`config.mk`:
```
export PLATFORM = sky130hd
export DESIGN_NAME = cmq_registrar
export DESIGN_NICKNAME = d
export VERILOG_FILES = /design/src/rtl/cmq_registrar.sv
export SDC_FILE = /design/constraint.sdc
export NUM_CORES = 1
export LEC_CHECK = 0
export BUFFER_PORTS_ARGS = -buffer_cell sky130_fd_sc_hd__buf_2
export CAP_MARGIN = 20
export CELL_PAD_IN_SITES_DETAIL_PLACEMENT = 0
export CELL_PAD_IN_SITES_GLOBAL_PLACEMENT = 1
export CORE_MARGIN = 10
export CORE_UTILIZATION = 54
export CTS_BUF_LIST = sky130_fd_sc_hd__clkbuf_16
export CTS_CLUSTER_DIAMETER = 150
export DETAILED_ROUTE_END_ITERATION = 10
export PLACE_DENSITY_LB_ADDON = 0.08
export SKIP_LAST_GASP = 1
export SLEW_MARGIN = 20
export SYNTH_ARGS = -nofsm -noshare
export SYNTH_HDL_FRONTEND = slang
export SYNTH_SLANG_ARGS = --single-unit
```
`constraint.sdc`:
```
create_clock -name clk -period 11.4 [get_ports clk]
set_input_delay 1.71 -clock clk [delete_from_list [all_inputs] [get_ports clk]]
set_output_delay 1.71 -clock clk [all_outputs]
set_load 0.005 [all_outputs]
```
`src/rtl/cmq_registrar.sv`:
```
module cmq_registrar #(
  parameter int NUM_MASTERS = 4,
  parameter int FIFO_DEPTH  = 4,
  parameter int ADDR_W      = 32,
  parameter int NUM_WAYS    = 8
) (
  input  logic                clk,
  input  logic                rst_n,
  input  logic                req_valid,
  output logic                req_ready,
  input  logic                req_write,
  input  logic [((NUM_MASTERS>1)?$clog2(NUM_MASTERS):1)-1:0] req_id,
  input  logic [2:0]          req_addr,
  input  logic [31:0]         req_wdata,
  output logic                rsp_valid,
  output logic [31:0]         rsp_rdata,
  output logic                cmd_valid,
  input  logic                cmd_ready,
  output logic [31:0]         cmd_mode,
  output logic [ADDR_W-1:0]   cmd_addr,
  output logic [ADDR_W-1:0]   cmd_size,
  output logic [NUM_WAYS-1:0] cmd_ways,
  output logic [((NUM_MASTERS>1)?$clog2(NUM_MASTERS):1)-1:0] cmd_master,
  input  logic                done_valid,
  input  logic [((NUM_MASTERS>1)?$clog2(NUM_MASTERS):1)-1:0] done_master,
  input  logic                done_notify,
  output logic                pf_flush
);
  localparam int ID_W = (NUM_MASTERS > 1) ? $clog2(NUM_MASTERS) : 1;
  localparam int PW   = (FIFO_DEPTH > 1) ? $clog2(FIFO_DEPTH) : 1;
  localparam int CW   = $clog2(FIFO_DEPTH + 1);
  localparam int OW   = 8;
  localparam logic [31:0] MODE_MASK = 32'h0066_8007;
  localparam logic [2:0] A_MODE = 3'd0, A_ADDR = 3'd1, A_SIZE = 3'd2, A_WAYS = 3'd3,
                         A_SET = 3'd4, A_QST = 3'd5, A_PRIM = 3'd6;

  logic                own_q;
  logic [ID_W-1:0]     own_id_q;
  logic [31:0]         mode_q;
  logic [ADDR_W-1:0]   addr_q, size_q;
  logic [NUM_WAYS-1:0] ways_q;
  logic [NUM_MASTERS-1:0] ef_q, est_q, busy;
  logic [OW-1:0]       ost_q [NUM_MASTERS];
  logic                sync_q, drained;

  logic [31:0]         f_mode [FIFO_DEPTH];
  logic [ADDR_W-1:0]   f_addr [FIFO_DEPTH];
  logic [ADDR_W-1:0]   f_size [FIFO_DEPTH];
  logic [NUM_WAYS-1:0] f_ways [FIFO_DEPTH];
  logic [ID_W-1:0]     f_id   [FIFO_DEPTH];
  logic [PW-1:0]       wp_q, rp_q;
  logic [CW-1:0]       fifo_cnt;

  always_comb begin
    drained = 1'b1;
    for (int i = 0; i < NUM_MASTERS; i++) begin
      busy[i] = ost_q[i] != '0;
      if (busy[i]) drained = 1'b0;
    end
  end

  assign req_ready = !(req_valid && !req_write && req_addr == A_PRIM && sync_q && !drained);
  wire acc      = req_valid && req_ready;
  wire wr       = acc && req_write;
  wire rd       = acc && !req_write;
  wire is_owner = own_q && own_id_q == req_id;
  wire full     = fifo_cnt == CW'(FIFO_DEPTH);
  wire set_rd   = rd && req_addr == A_SET;
  wire push     = set_rd && is_owner && !full;
  wire pop      = cmd_valid && cmd_ready;
  wire scope_rg = mode_q[18:17] == 2'd0;
  wire tgt_way  = mode_q[22:21] == 2'd2;

  assign cmd_valid  = fifo_cnt != '0;
  assign cmd_mode   = f_mode[rp_q];
  assign cmd_addr   = f_addr[rp_q];
  assign cmd_size   = f_size[rp_q];
  assign cmd_ways   = f_ways[rp_q];
  assign cmd_master = f_id[rp_q];

  logic [31:0] rdata_n;
  always_comb begin
    case (req_addr)
      A_MODE:  rdata_n = mode_q;
      A_ADDR:  rdata_n = 32'(addr_q);
      A_SIZE:  rdata_n = 32'(size_q);
      A_WAYS:  rdata_n = 32'(ways_q);
      A_SET:   rdata_n = is_owner ? (full ? 32'd3 : 32'd0) : 32'd1;
      A_QST:   rdata_n = {29'd0, ef_q[req_id], est_q[req_id], busy[req_id]};
      default: rdata_n = 32'd0;
    endcase
  end

  always_ff @(posedge clk or negedge rst_n) begin
    if (!rst_n) begin
      own_q <= 1'b0; own_id_q <= '0; mode_q <= '0;
      addr_q <= '0; size_q <= '0; ways_q <= '0;
      rsp_valid <= 1'b0; rsp_rdata <= '0; pf_flush <= 1'b0; sync_q <= 1'b0;
    end else begin
      rsp_valid <= rd;
      if (rd) rsp_rdata <= rdata_n;
      pf_flush <= wr && req_addr == A_PRIM && req_wdata[3:0] == 4'd9;
      if (wr && req_addr == A_PRIM && req_wdata[3:0] == 4'd8) sync_q <= 1'b1;
      else if (drained) sync_q <= 1'b0;
      if (wr && req_addr == A_MODE && !own_q) begin
        own_q <= 1'b1; own_id_q <= req_id; mode_q <= req_wdata & MODE_MASK;
        addr_q <= '0; size_q <= '0; ways_q <= '0;
      end else if (wr && is_owner) begin
        case (req_addr)
          A_MODE: mode_q <= req_wdata & MODE_MASK;
          A_ADDR: addr_q <= ADDR_W'(req_wdata);
          A_SIZE: size_q <= ADDR_W'(req_wdata);
          A_WAYS: ways_q <= req_wdata[NUM_WAYS-1:0];
          default: ;
        endcase
      end
      if (set_rd && is_owner) own_q <= 1'b0;
    end
  end

  always_ff @(posedge clk or negedge rst_n) begin
    if (!rst_n) begin
      ef_q <= '0; est_q <= '0;
      for (int i = 0; i < NUM_MASTERS; i++) ost_q[i] <= '0;
    end else begin
      if (set_rd) est_q[req_id] <= !push;
      if (wr && req_addr == A_QST && req_wdata[2]) ef_q[req_id] <= 1'b0;
      if (done_valid && done_notify) ef_q[done_master] <= 1'b1;
      for (int i = 0; i < NUM_MASTERS; i++) begin
        case ({push && own_id_q == ID_W'(i), done_valid && done_master == ID_W'(i) && busy[i]})
          2'b10:   ost_q[i] <= ost_q[i] + 1'b1;
          2'b01:   ost_q[i] <= ost_q[i] - 1'b1;
          default: ;
        endcase
      end
    end
  end

  always_ff @(posedge clk or negedge rst_n) begin
    if (!rst_n) begin
      wp_q <= '0; rp_q <= '0; fifo_cnt <= '0;
    end else begin
      if (push) wp_q <= (wp_q == PW'(FIFO_DEPTH - 1)) ? '0 : wp_q + 1'b1;
      if (pop)  rp_q <= (rp_q == PW'(FIFO_DEPTH - 1)) ? '0 : rp_q + 1'b1;
      case ({push, pop})
        2'b10:   fifo_cnt <= fifo_cnt + 1'b1;
        2'b01:   fifo_cnt <= fifo_cnt - 1'b1;
        default: ;
      endcase
    end
  end

  always_ff @(posedge clk) begin
    if (push) begin
      f_mode[wp_q] <= mode_q;
      f_addr[wp_q] <= scope_rg ? addr_q : '0;
      f_size[wp_q] <= scope_rg ? size_q : '0;
      f_ways[wp_q] <= tgt_way ? ways_q : '0;
      f_id[wp_q]   <= own_id_q;
    end
  end
endmodule

```
==> impl_metrics.py, run 1 <==
metrics = {
    "detailed_routing": {
        "drc": 0,
        "dr.pass1.iters": 5,
        "post_drt_wl_per_cell_um": 23.1,
        "vias_per_cell": 5.81,
        "wl_met1_um": 20600,
        "wl_met2_um": 24500,
        "drtIter0Drc": 878,
        "highest_layer": "met5",
        "wl_um": 49100,
        "via_count": 12318,
        "dr_wl_met3_um": 2940,
        "ant_nets": 0,
    },
    "placed_design": {
        "portBuffers": 163,
        "place_inst": 2023,
        "hpwl_um": 31000,
        "gp_congestion": 0.818,
    },
    "setup_path": {
        "path_class": "in -> reg",
        "cp.arrival_ns": 5.48,
        "cpPeakStageDelay_ns": 0.73,
        "crit_path_cell_trace": "buf_2 -> nor2b_1 -> nand3_1 -> nor2_1 -> nand2_1 -> ha_1 -> xor2_1 -> ha_1 -> nor3_1 -> o21ba_2 -> or4_1 -> a31oi_1 -> xnor2_1",
        "required_ns": 11.90,
        "cpMaxStageDelayCell": "nor2_1",
        "path_max_fanout": 14,
        "path_buf_inv": 1,
        "critPathMostFrequentCell": "ha_1",
        "path_delay_family": "simple AND/OR/NAND/NOR gates",
        "crit_path_end_kind": "flop",
        "cp-start-kind": "input port",
    },
    "clock_tree": {
        "cts_tree": "built",
        "htreeDepth": 2,
        "cts_buffers": 50,
        "cts_resized": 0,
        "clock-sinks": 493,
        "cts_root_buffer": "clkbuf_16",
        "clk_latency_ns": 0.59,
        "cts_hold_buf": 0,
        "clkTransAtPathRegs_ns": 0.06,
        "cts_setup_buffers": 0,
        "cts.path.max_buffers": 3,
    },
    "layout": {
        "n_fill_cell": 3024,
        "instances_no_fill": 2121,
        "num-nets-final": 1622,
        "drive_gt1_share_pct": 24.5,
        "final_util_pct": 61.9,
        "area.growth.synth_to_final_pct": 13.9,
    },
    "sta": {
        "fin_crit_ns": 4.98,
        "finalSetupViolCount": 0,
        "max_freq_ghz": 0.201,
        "tightest_slew_ns": 1.04,
        "rsz0062_at_grt": "false",
        "finalCritPeriodShare_pct": 43.7,
        "fin_tns_setup_ns": 0,
        "slew_violations": 0,
        "finalHoldViolCount": 0,
        "hold_slack_ns": 0.470,
        "skew_ns": 0.0210,
        "slew_headroom_pct": 30.3,
    },
    "die": {
        "fp-row-count": 72,
        "fp.dieH_um": 217,
        "core_sq_um": 38600,
        "io_pins": 188,
        "fp.dieArea_sq_um": 47100,
        "start_util_pct": 54.4,
        "fp.dieW_um": 217,
    },
    "logic_synthesis": {
        "synth_cells": 1412,
        "synth_area_sq_um": 21000,
        "async_flop_share_pct": 33.5,
        "synth_area_leaders": "edfxtp_1 (47%), dfrtp_1 (20%), mux4_2 (9.3%)",
        "syn_area_per_cell_sq_um": 14.8,
        "ys_seq_area_share_pct": 66.7,
        "synth.most_common_cell": "edfxtp_1",
        "yosys.cell_types.count": 72,
        "yosys.area.top_type": "edfxtp_1",
        "synth_edf_count": 328,
        "synth_commonest_cells": "edfxtp_1 (328), dfrtp_1 (165), nand2_1 (161)",
        "ys_ff_latch": 493,
        "ys.flop_type": "edfxtp_1",
        "yosysTopAreaCellShare_pct": 47.0,
        "yosysWarnings": 0,
    },
    "hold_path": {
        "hp-class": "reg -> reg",
    },
    "grt": {
        "grt_use_total_pct": 21.0,
        "antenna_found_initial": 6,
        "grt_pass1_vias": 12612,
        "grt_pass1_wl_um": 76500,
        "grt_max_degree": 73,
        "overflow": 0,
    },
    "run": {
        "drv_cap": 0,
    },
    "pwr": {
        "vdd_ir_drop_max_mv": 0.145,
        "p_total_mw": 4.94,
        "power_leakage_nw": 9.36,
        "power_density_nw_per_um2": 207,
    },
    "status": {
        "status": "finished, final reports clean",
    },
}
sequential cells by signal, indices dropped and copies added, names as in the netlist, 2 cells and up:
signal	cells
addr_q	32
ef_q	4
est_q	4
f_addr	128
f_id	8
f_mode	32
f_size	128
f_ways	32
fifo_cnt	3
mode_q	8
ost_q	32
own_id_q	2
rp_q	2
rsp_rdata	32
size_q	32
ways_q	8
wp_q	2
power by group:
group          leakage, nW  switching (mW)  internal [mW]
registers             5.41           0.215           2.05
clock network        0.862           0.670          0.991
logic                 3.08           0.501          0.510
area by class of cell:
cell class / instances / area (sq um) / area share (%)
sequential: 493 / 14000 / 58.6
multi-input combinational: 811 / 6520 / 27.3
clock buffer: 51 / 1280 / 5.35
timing repair buffer: 181 / 957 / 4.01
tap: 518 / 648 / 2.71
clock inverter: 42 / 397 / 1.66
inverter: 20 / 75.1 / 0.314
antenna: 5 / 12.5 / 0.0524
layer usage:
layer,track usage [%],vias to the layer above
li1,-,5558
met2,34.5,349
met4,6.43,2
met1,27.9,6338
met3,4.30,71
met5,0,-
worst register-to-register path, stage by stage (launching register included):
cell and delay [ns]:
dfrtp_1 0.52, xnor2_1 0.25, nand4b_1 0.24, nor2_1 0.74
nand2_1 0.23, ha_1 0.44, xor2_1 0.21, ha_1 0.22
nor3_1 0.06, o21ba_2 0.23, or4_1 0.52, a31oi_1 0.21
xnor2_1 0.14
final timing paths:
| path | start | to | slack [ns] | cells after the start |
|---|---|---|---|---|
| setup / recovery | req_write | ost_q[30] | 6.42 | 13 |
| hold / removal | ost_q[7] | ost_q[7] | 0.47 | 1 |
| setup reg to reg | own_id_q[0] | ost_q[30] | 7.32 | 12 |
| hold reg to reg | ost_q[7] | ost_q[7] | 0.47 | 1 |
| max in group asynchronous | rst_n | addr_q[16] | 9.06 | 2 |
| min in group asynchronous | rst_n | size_q[26] | 1.16 | 1 |
cell families after synthesis:
| family | after synthesis | share of synthesized area (%) |
|---|---|---|
| adder cells (fa/ha/maj) | 19 | 1.17 |
| AND/OR/NAND/NOR | 373 | 8.92 |
| flip-flops | 493 | 66.7 |
| other | 1 | 0.0179 |
| AO/OA/AOI/OAI | 225 | 7.15 |
| XOR/XNOR | 44 | 1.84 |
| multiplexers | 126 | 11.4 |
| buffers and inverters | 131 | 2.87 |
through the flow:
stage | instance area, sq um | worst slack (ns)
2_1_floorplan | 21100 | 6.13
3_3_place_gp | 22200 | 6.01
3_5_place_dp | 22200 | 5.86
4_1_cts | 23900 | 6.48
5_1_grt | 23900 | 6.06
6_report | 23900 | 6.42
cell usage in the layout (no fill, tap or decap), drive strengths merged, types with 4 or more instances in the layout:
master,netlist,final
edfxtp,328,328
a31oi,5,5
conb,1,24
nor2b,9,9
or4,9,9
xnor2,16,16
nand2,161,161
bufinv,0,8
dfrtp,165,165
o2bb2ai,27,27
a32oi,4,4
buf,45,181
or3b,4,4
a22o,7,7
nand2b,6,6
nand3b,8,8
nor3,15,15
nor3b,6,6
nor4,6,6
a22oi,27,27
clkinv,0,18
nand3,11,11
inv,20,33
mux4,87,87
xor2,28,28
nor2,43,43
o21a,4,4
and2,78,78
a211oi,5,5
ha,18,18
clkbuf,66,51
mux2,24,24
diode,0,5
mux2i,15,15
a21oi,83,83
o21ai,31,31
No activity file was read; power rests on OpenSTA's default activity.
==> run 2, diff against run 1 <==
--- a/config.mk
+++ b/config.mk
@@ -10,7 +10,7 @@
 export CELL_PAD_IN_SITES_DETAIL_PLACEMENT = 0
 export CELL_PAD_IN_SITES_GLOBAL_PLACEMENT = 1
 export CORE_MARGIN = 10
-export CORE_UTILIZATION = 54
+export CORE_UTILIZATION = 45
 export CTS_BUF_LIST = sky130_fd_sc_hd__clkbuf_16
 export CTS_CLUSTER_DIAMETER = 150
 export DETAILED_ROUTE_END_ITERATION = 10
==> constraint.sdc (replaced) <==
create_clock -name clk -period 4.3 [get_ports clk]
set_input_delay 0.645 -clock clk [delete_from_list [all_inputs] [get_ports clk]]
set_output_delay 0.645 -clock clk [all_outputs]
set_load 0.005 [all_outputs]
==> run 2 against run 1 <==
  * Worst setup slack got worse by 5.8 ns
  * Hold slack got worse by 0.36 ns
  * Final cell count increased by 5.1%
  * Sequential share of layout area shrank 0.94 points
  * Die area is 18% higher
  * Non-clock buffer count grew 17
  * Utilization is 9.5 points lower
  * Via count grew 0.33%
  * Sequential power increased to 2.6 times the previous value
  * Global-route usage is 2.3 points lower
  * Critical path type is now reg -> out
  * Critical path depth decreased by 7
==> impl_metrics.py, run 2 (synthesis gave the netlist of run 1 again) <==
metrics = {
    "status": {
        "status": "finished, final reports clean",
    },
    "placed_design": {
        "gp_congestion": 0.781,
        "placed_cell_area_sq_um": 22600,
        "portBuffers": 163,
        "hpwl_um": 34400,
    },
    "die": {
        "fp.dieH_um": 236,
        "fp.dieW_um": 236,
        "io_pins": 188,
        "start_util_pct": 45.3,
        "core_sq_um": 46300,
        "fp-row-count": 79,
        "fp.dieArea_sq_um": 55600,
    },
    "clock_tree": {
        "clkTransAtPathRegs_ns": 0.06,
        "cts_root_buffer": "clkbuf_16",
        "cts_setup_buffers": 0,
        "cts_buffers": 53,
        "cts.path.max_buffers": 3,
        "htreeDepth": 2,
        "cts_tree": "built",
        "clock-sinks": 493,
        "cts_resized": 0,
        "cts_hold_buf": 0,
        "clk_latency_ns": 0.60,
    },
    "sta": {
        "fin_crit_ns": 3.70,
        "rsz0062_at_grt": "false",
        "finalSetupViolCount": 0,
        "skew_ns": 0.0112,
        "slew_headroom_pct": 27.2,
        "finalCritPeriodShare_pct": 86.1,
        "fin_tns_setup_ns": 0,
        "tightest_slew_ns": 1.09,
        "finalHoldViolCount": 0,
        "slew_violations": 0,
        "max_freq_ghz": 0.270,
    },
    "detailed_routing": {
        "vias_per_cell": 5.54,
        "via_count": 12359,
        "post_drt_wl_per_cell_um": 23.6,
        "ant_nets": 0,
        "dr.pass1.iters": 5,
        "wl_um": 52600,
        "drc": 0,
        "drtIter0Drc": 1018,
    },
    "setup_path": {
        "crit_path_end_kind": "output port",
        "path_max_fanout": 9,
        "required_ns": 3.65,
        "cp.arrival_ns": 3.06,
        "path_class": "reg -> out",
        "cp-start-kind": "flop",
    },
    "layout": {
        "reg_top3": "f_addr x128, f_size x128",
        "num-nets-final": 1642,
        "n_fill_cell": 3949,
        "drive_gt1_share_pct": 25.2,
        "area.growth.synth_to_final_pct": 15.7,
        "layout_common_cells": "edfxtp_1 (328), dfrtp_1 (163), buf_2 (162), nand2_1 (160), mux4_2 (87)",
        "stdcell_area_sq_um": 24300,
        "mostFrequentLayoutCell": "edfxtp_1",
    },
    "grt": {
        "grt_pass1_vias": 12614,
        "grt_pass1_wl_um": 81000,
        "grt_use_total_pct": 18.8,
        "antenna_found_initial": 3,
        "overflow": 0,
        "grt_max_degree": 82,
    },
    "pwr": {
        "switchingPower_mw": 3.76,
        "power_leakage_nw": 9.47,
        "vdd_ir_drop_max_mv": 0.332,
        "power_density_nw_per_um2": 541,
        "power.share.switching_pct": 28.6,
        "seqPwrFrac_pct": 45.6,
        "intPower_mw": 9.38,
        "power_frac_clock_pct": 33.2,
        "comb_power_share_pct": 21.2,
    },
    "run": {
        "drv_cap": 0,
    },
    "hold_path": {
        "hp-class": "in -> async",
    },
}
==> run 2: routing by layer <==
layer / part of all wire, % / routed length, um / track usage, % / vias up
met5: 0 / 0 / 0 / -
met4: 1.7 / 886 / 4.64 / 0
met3: 5.3 / 2790 / 3.79 / 67
met2: 49 / 25600 / 30.1 / 296
met1: 44 / 23300 / 25.8 / 6394
li1: - / - / - / 5602
==> run 2: layout make-up <==
cell class / count / area (sq um) / area share (%)
Antenna cell: 2 / 5.00 / 0.0206
Sequential cell: 493 / 14000 / 57.6
Tap cell: 607 / 759 / 3.13
Clock buffer: 53 / 1330 / 5.47
Timing Repair Buffer: 198 / 1250 / 5.17
Inverter: 20 / 75.1 / 0.309
Multi-Input combinational cell: 811 / 6520 / 26.9
Clock inverter: 45 / 335 / 1.38
==> run 2: path summary, 6_finish.rpt <==
check / start / to / slack, ns / depth (start not counted)
worst max-delay path: ost_q[19] / req_ready / 0.60 / 6
worst min-delay path: rst_n / rp_q[0] / 0.11 / 1
worst max register to register: ost_q[19] / ost_q[22] / 0.66 / 11
worst min register to register: ost_q[31] / ost_q[31] / 0.46 / 1
max in group asynchronous: rst_n / rsp_rdata[10] / 3.20 / 2
min in group clk: req_wdata[29] / addr_q[29] / 0.30 / 3
==> run 2: power by group through the flow <==
| stage | Sequential (mW) | Combinational (mW) | Clock, mW |
|---|---|---|---|
| finish | 5.99 | 2.78 | 4.36 |
| detailed placement | 6.09 | 2.86 | 0 |
| floorplan | 5.74 | 2.02 | 0 |
| CTS | 6.00 | 2.87 | 4.47 |
| global route | 6.06 | 3.07 | 4.67 |
| global placement | 6.08 | 2.83 | 0 |
==> run 2: through the flow <==
stage	hold slack [ns]	worst slack [ns]	utilization (%)	power [mW]	instances
final	0.111	0.597	52.5	13.1	2229
after floorplan	0.349	0.0936	-	7.75	1435
after global placement	0.459	0.545	48.8	8.91	2128
after detailed placement	0.452	0.490	48.8	8.95	2129
after global routing	0.172	0.382	52.4	13.8	2227
after CTS	0.150	0.575	52.4	13.3	2227
==> run 2: worst max-delay path, cell delays in order (launching register included) <==
cell and delay [ns]:
dfrtp_1 0.49, or4_4 0.58, or4b_4 0.54, o41ai_4 0.50, nor2_1 0.08, nand2_1 0.14
buf_2 0.14
==> run 3, diff against run 2 <==
==> constraint.sdc (replaced) <==
create_clock -name clk -period 3.3 [get_ports clk]
set_input_delay 0.495 -clock clk [delete_from_list [all_inputs] [get_ports clk]]
set_output_delay 0.495 -clock clk [all_outputs]
set_load 0.005 [all_outputs]
==> run 3 against run 2 <==
  * Critical path depth is the same
  * Clock power increased by 28%
  * Sequential power up 27%
  * Flip-flop and latch count unchanged
  * Critical path type unchanged
  * Critical endpoint unchanged
  * Highest routed layer unchanged
==> impl_metrics.py, run 3 (synthesis gave the netlist of run 1 again) <==
metrics = {
    "sta": {
        "max_freq_ghz": 0.307,
        "tightest_slew_ns": 1.07,
        "fin_tns_setup_ns": 0,
        "fin_crit_ns": 3.26,
        "slew_headroom_pct": 28.6,
        "finalSetupViolCount": 0,
        "skew_ns": 0.0184,
        "finalCritPeriodShare_pct": 98.6,
        "rsz0062_at_grt": "true",
        "setup_ws_ns": 0.0446,
        "finalHoldViolCount": 0,
        "slew_violations": 0,
    },
    "setup_path": {
        "cpPeakStageDelay_ns": 0.54,
        "crit_path_end_kind": "output port",
        "r2r-end": "ost_q[30]",
        "path_max_fanout": 3,
        "path_delay_family": "simple AND/OR/NAND/NOR gates",
        "cp.depth": 6,
        "cpMaxStageDelayCell": "or4_4",
        "required_ns": 2.80,
        "r2r_setup_slack_ns": 0.07,
        "cp.arrival_ns": 2.76,
        "cp-start-kind": "flop",
        "cp-startpoint": "ost_q[19]",
        "reg2reg_depth": 11,
        "path_buf_inv": 1,
        "path_class": "reg -> out",
        "crit_path_cell_trace": "or4_4 -> or4b_4 -> o41ai_4 -> nor2_1 -> nand2_1 -> buf_2",
        "critPathCapture": "req_ready",
        "regToRegStartpoint": "ost_q[27]",
    },
    "placed_design": {
        "gp_congestion": 0.803,
        "placed_cell_area_sq_um": 23000,
        "place_inst": 2176,
        "hpwl_um": 34800,
        "post-place-ws_ns": 0.117,
        "portBuffers": 163,
    },
    "clock_tree": {
        "clkTransAtPathRegs_ns": 0.06,
        "cts_buffers": 52,
        "cts_tree": "built",
        "clock-sinks": 493,
        "cts.path.max_buffers": 3,
        "clk_latency_ns": 0.59,
        "cts_root_buffer": "clkbuf_16",
        "htreeDepth": 2,
    },
    "hold_path": {
        "hp-class": "in -> reg",
    },
    "pwr": {
        "comb_power_share_pct": 23.7,
        "p_total_mw": 17.3,
        "vdd_ir_drop_max_mv": 0.433,
        "seqPwrFrac_pct": 43.9,
        "switchingPower_mw": 4.90,
        "power_leakage_nw": 9.76,
        "power_density_nw_per_um2": 700,
        "power.share.switching_pct": 28.4,
        "power_frac_clock_pct": 32.3,
        "intPower_mw": 12.4,
    },
    "die": {
        "fp-row-count": 79,
        "io_pins": 188,
        "core_sq_um": 46300,
        "fp.dieH_um": 236,
        "start_util_pct": 45.3,
        "fp.dieW_um": 236,
        "fp.dieArea_sq_um": 55600,
    },
    "layout": {
        "drive_gt1_share_pct": 27.8,
        "mostFrequentLayoutCell": "edfxtp_1",
        "area.growth.synth_to_final_pct": 17.8,
        "multiInputGateArea_sq_um": 6600,
        "instances_no_fill": 2283,
        "n_fill_cell": 3957,
        "stdcell_area_sq_um": 24700,
        "reg_top3": "f_addr x128, f_size x128",
        "layout_common_cells": "edfxtp_1 (328), dfrtp_1 (163), buf_2 (162), nand2_1 (161), mux4_2 (87)",
        "regArea_sq_um": 14000,
        "num-nets-final": 1693,
    },
    "status": {
        "status": "finished, final reports clean",
    },
    "grt": {
        "overflow": 0,
        "grt_use_total_pct": 18.8,
        "antenna_found_initial": 3,
        "grt_pass1_wl_um": 81400,
        "grt_pass1_vias": 13018,
        "grt_max_degree": 65,
    },
    "run": {
        "drv_cap": 0,
    },
    "detailed_routing": {
        "ant_nets": 0,
        "drc": 0,
        "wl_um": 52600,
        "vias_per_cell": 5.47,
        "dr.pass1.iters": 5,
        "via_count": 12491,
        "post_drt_wl_per_cell_um": 23.0,
        "drtIter0Drc": 801,
    },
}
-- run 3: metrics by stage --
step | util (%) | hold slack, ns
global placement | 49.7 | 0.457
detailed placement | 49.7 | 0.465
finish | 53.4 | 0.157
global route | 53.4 | 0.141
CTS | 53.3 | 0.125
floorplan | - | 0.199
-- run 3: final cells by class --
class	instances	share of cell area, %
diodes	4	0.0405
clock buffers	54	5.47
clock inverters	44	1.17
inverters	20	0.304
multi-input cells	811	26.7
flip-flops and latches	493	56.6
well taps	607	3.08
repair buffers	250	6.59
-- run 3: power by group through the flow --
| stage | Clock (mW) | Sequential, mW | Combinational, mW |
|---|---|---|---|
| after global placement | 0 | 7.72 | 4.16 |
| after global routing | 5.99 | 7.67 | 4.53 |
| after detailed placement | 0 | 7.73 | 4.18 |
| after floorplan | 0 | 7.48 | 2.66 |
| final | 5.59 | 7.59 | 4.11 |
| after CTS | 5.72 | 7.60 | 4.22 |
-- run 3: worst min-delay path by stage --
stage	cells past startpoint	slack, ns	end	from
final	3	0.16	addr_q[11]	req_wdata[11]
after global routing	3	0.14	addr_q[17]	req_wdata[17]
after detailed placement	1	0.47	ost_q[7]	ost_q[7]
after global placement	1	0.46	ost_q[15]	ost_q[15]
after floorplan	0	0.20	addr_q[0]	rst_n
after CTS	3	0.12	size_q[31]	req_wdata[31]
-- run 3: metal layers --
| layer | track usage [%] | part of all wire (%) | wire [um] |
|---|---|---|---|
| met5 | 0 | 0 | 0 |
| met4 | 4.90 | 2.0 | 1060 |
| met3 | 4.27 | 5.3 | 2790 |
| met2 | 31.0 | 50 | 26100 |
| met1 | 24.7 | 43 | 22600 |
-- run 3: timing repair --
action                     4_1_cts  5_1_grt
hold buffers                     1        0
hold endpoints to repair        54        0
setup endpoints to repair        1        4
pin swaps                        3        6
gates resized for setup          0        4
buffers inserted                 3        1
-- run 3: tightest hold or removal path: stages --
cell and delay (ns):
buf_2 0.11, nand2_1 0.05, a21oi_1 0.05
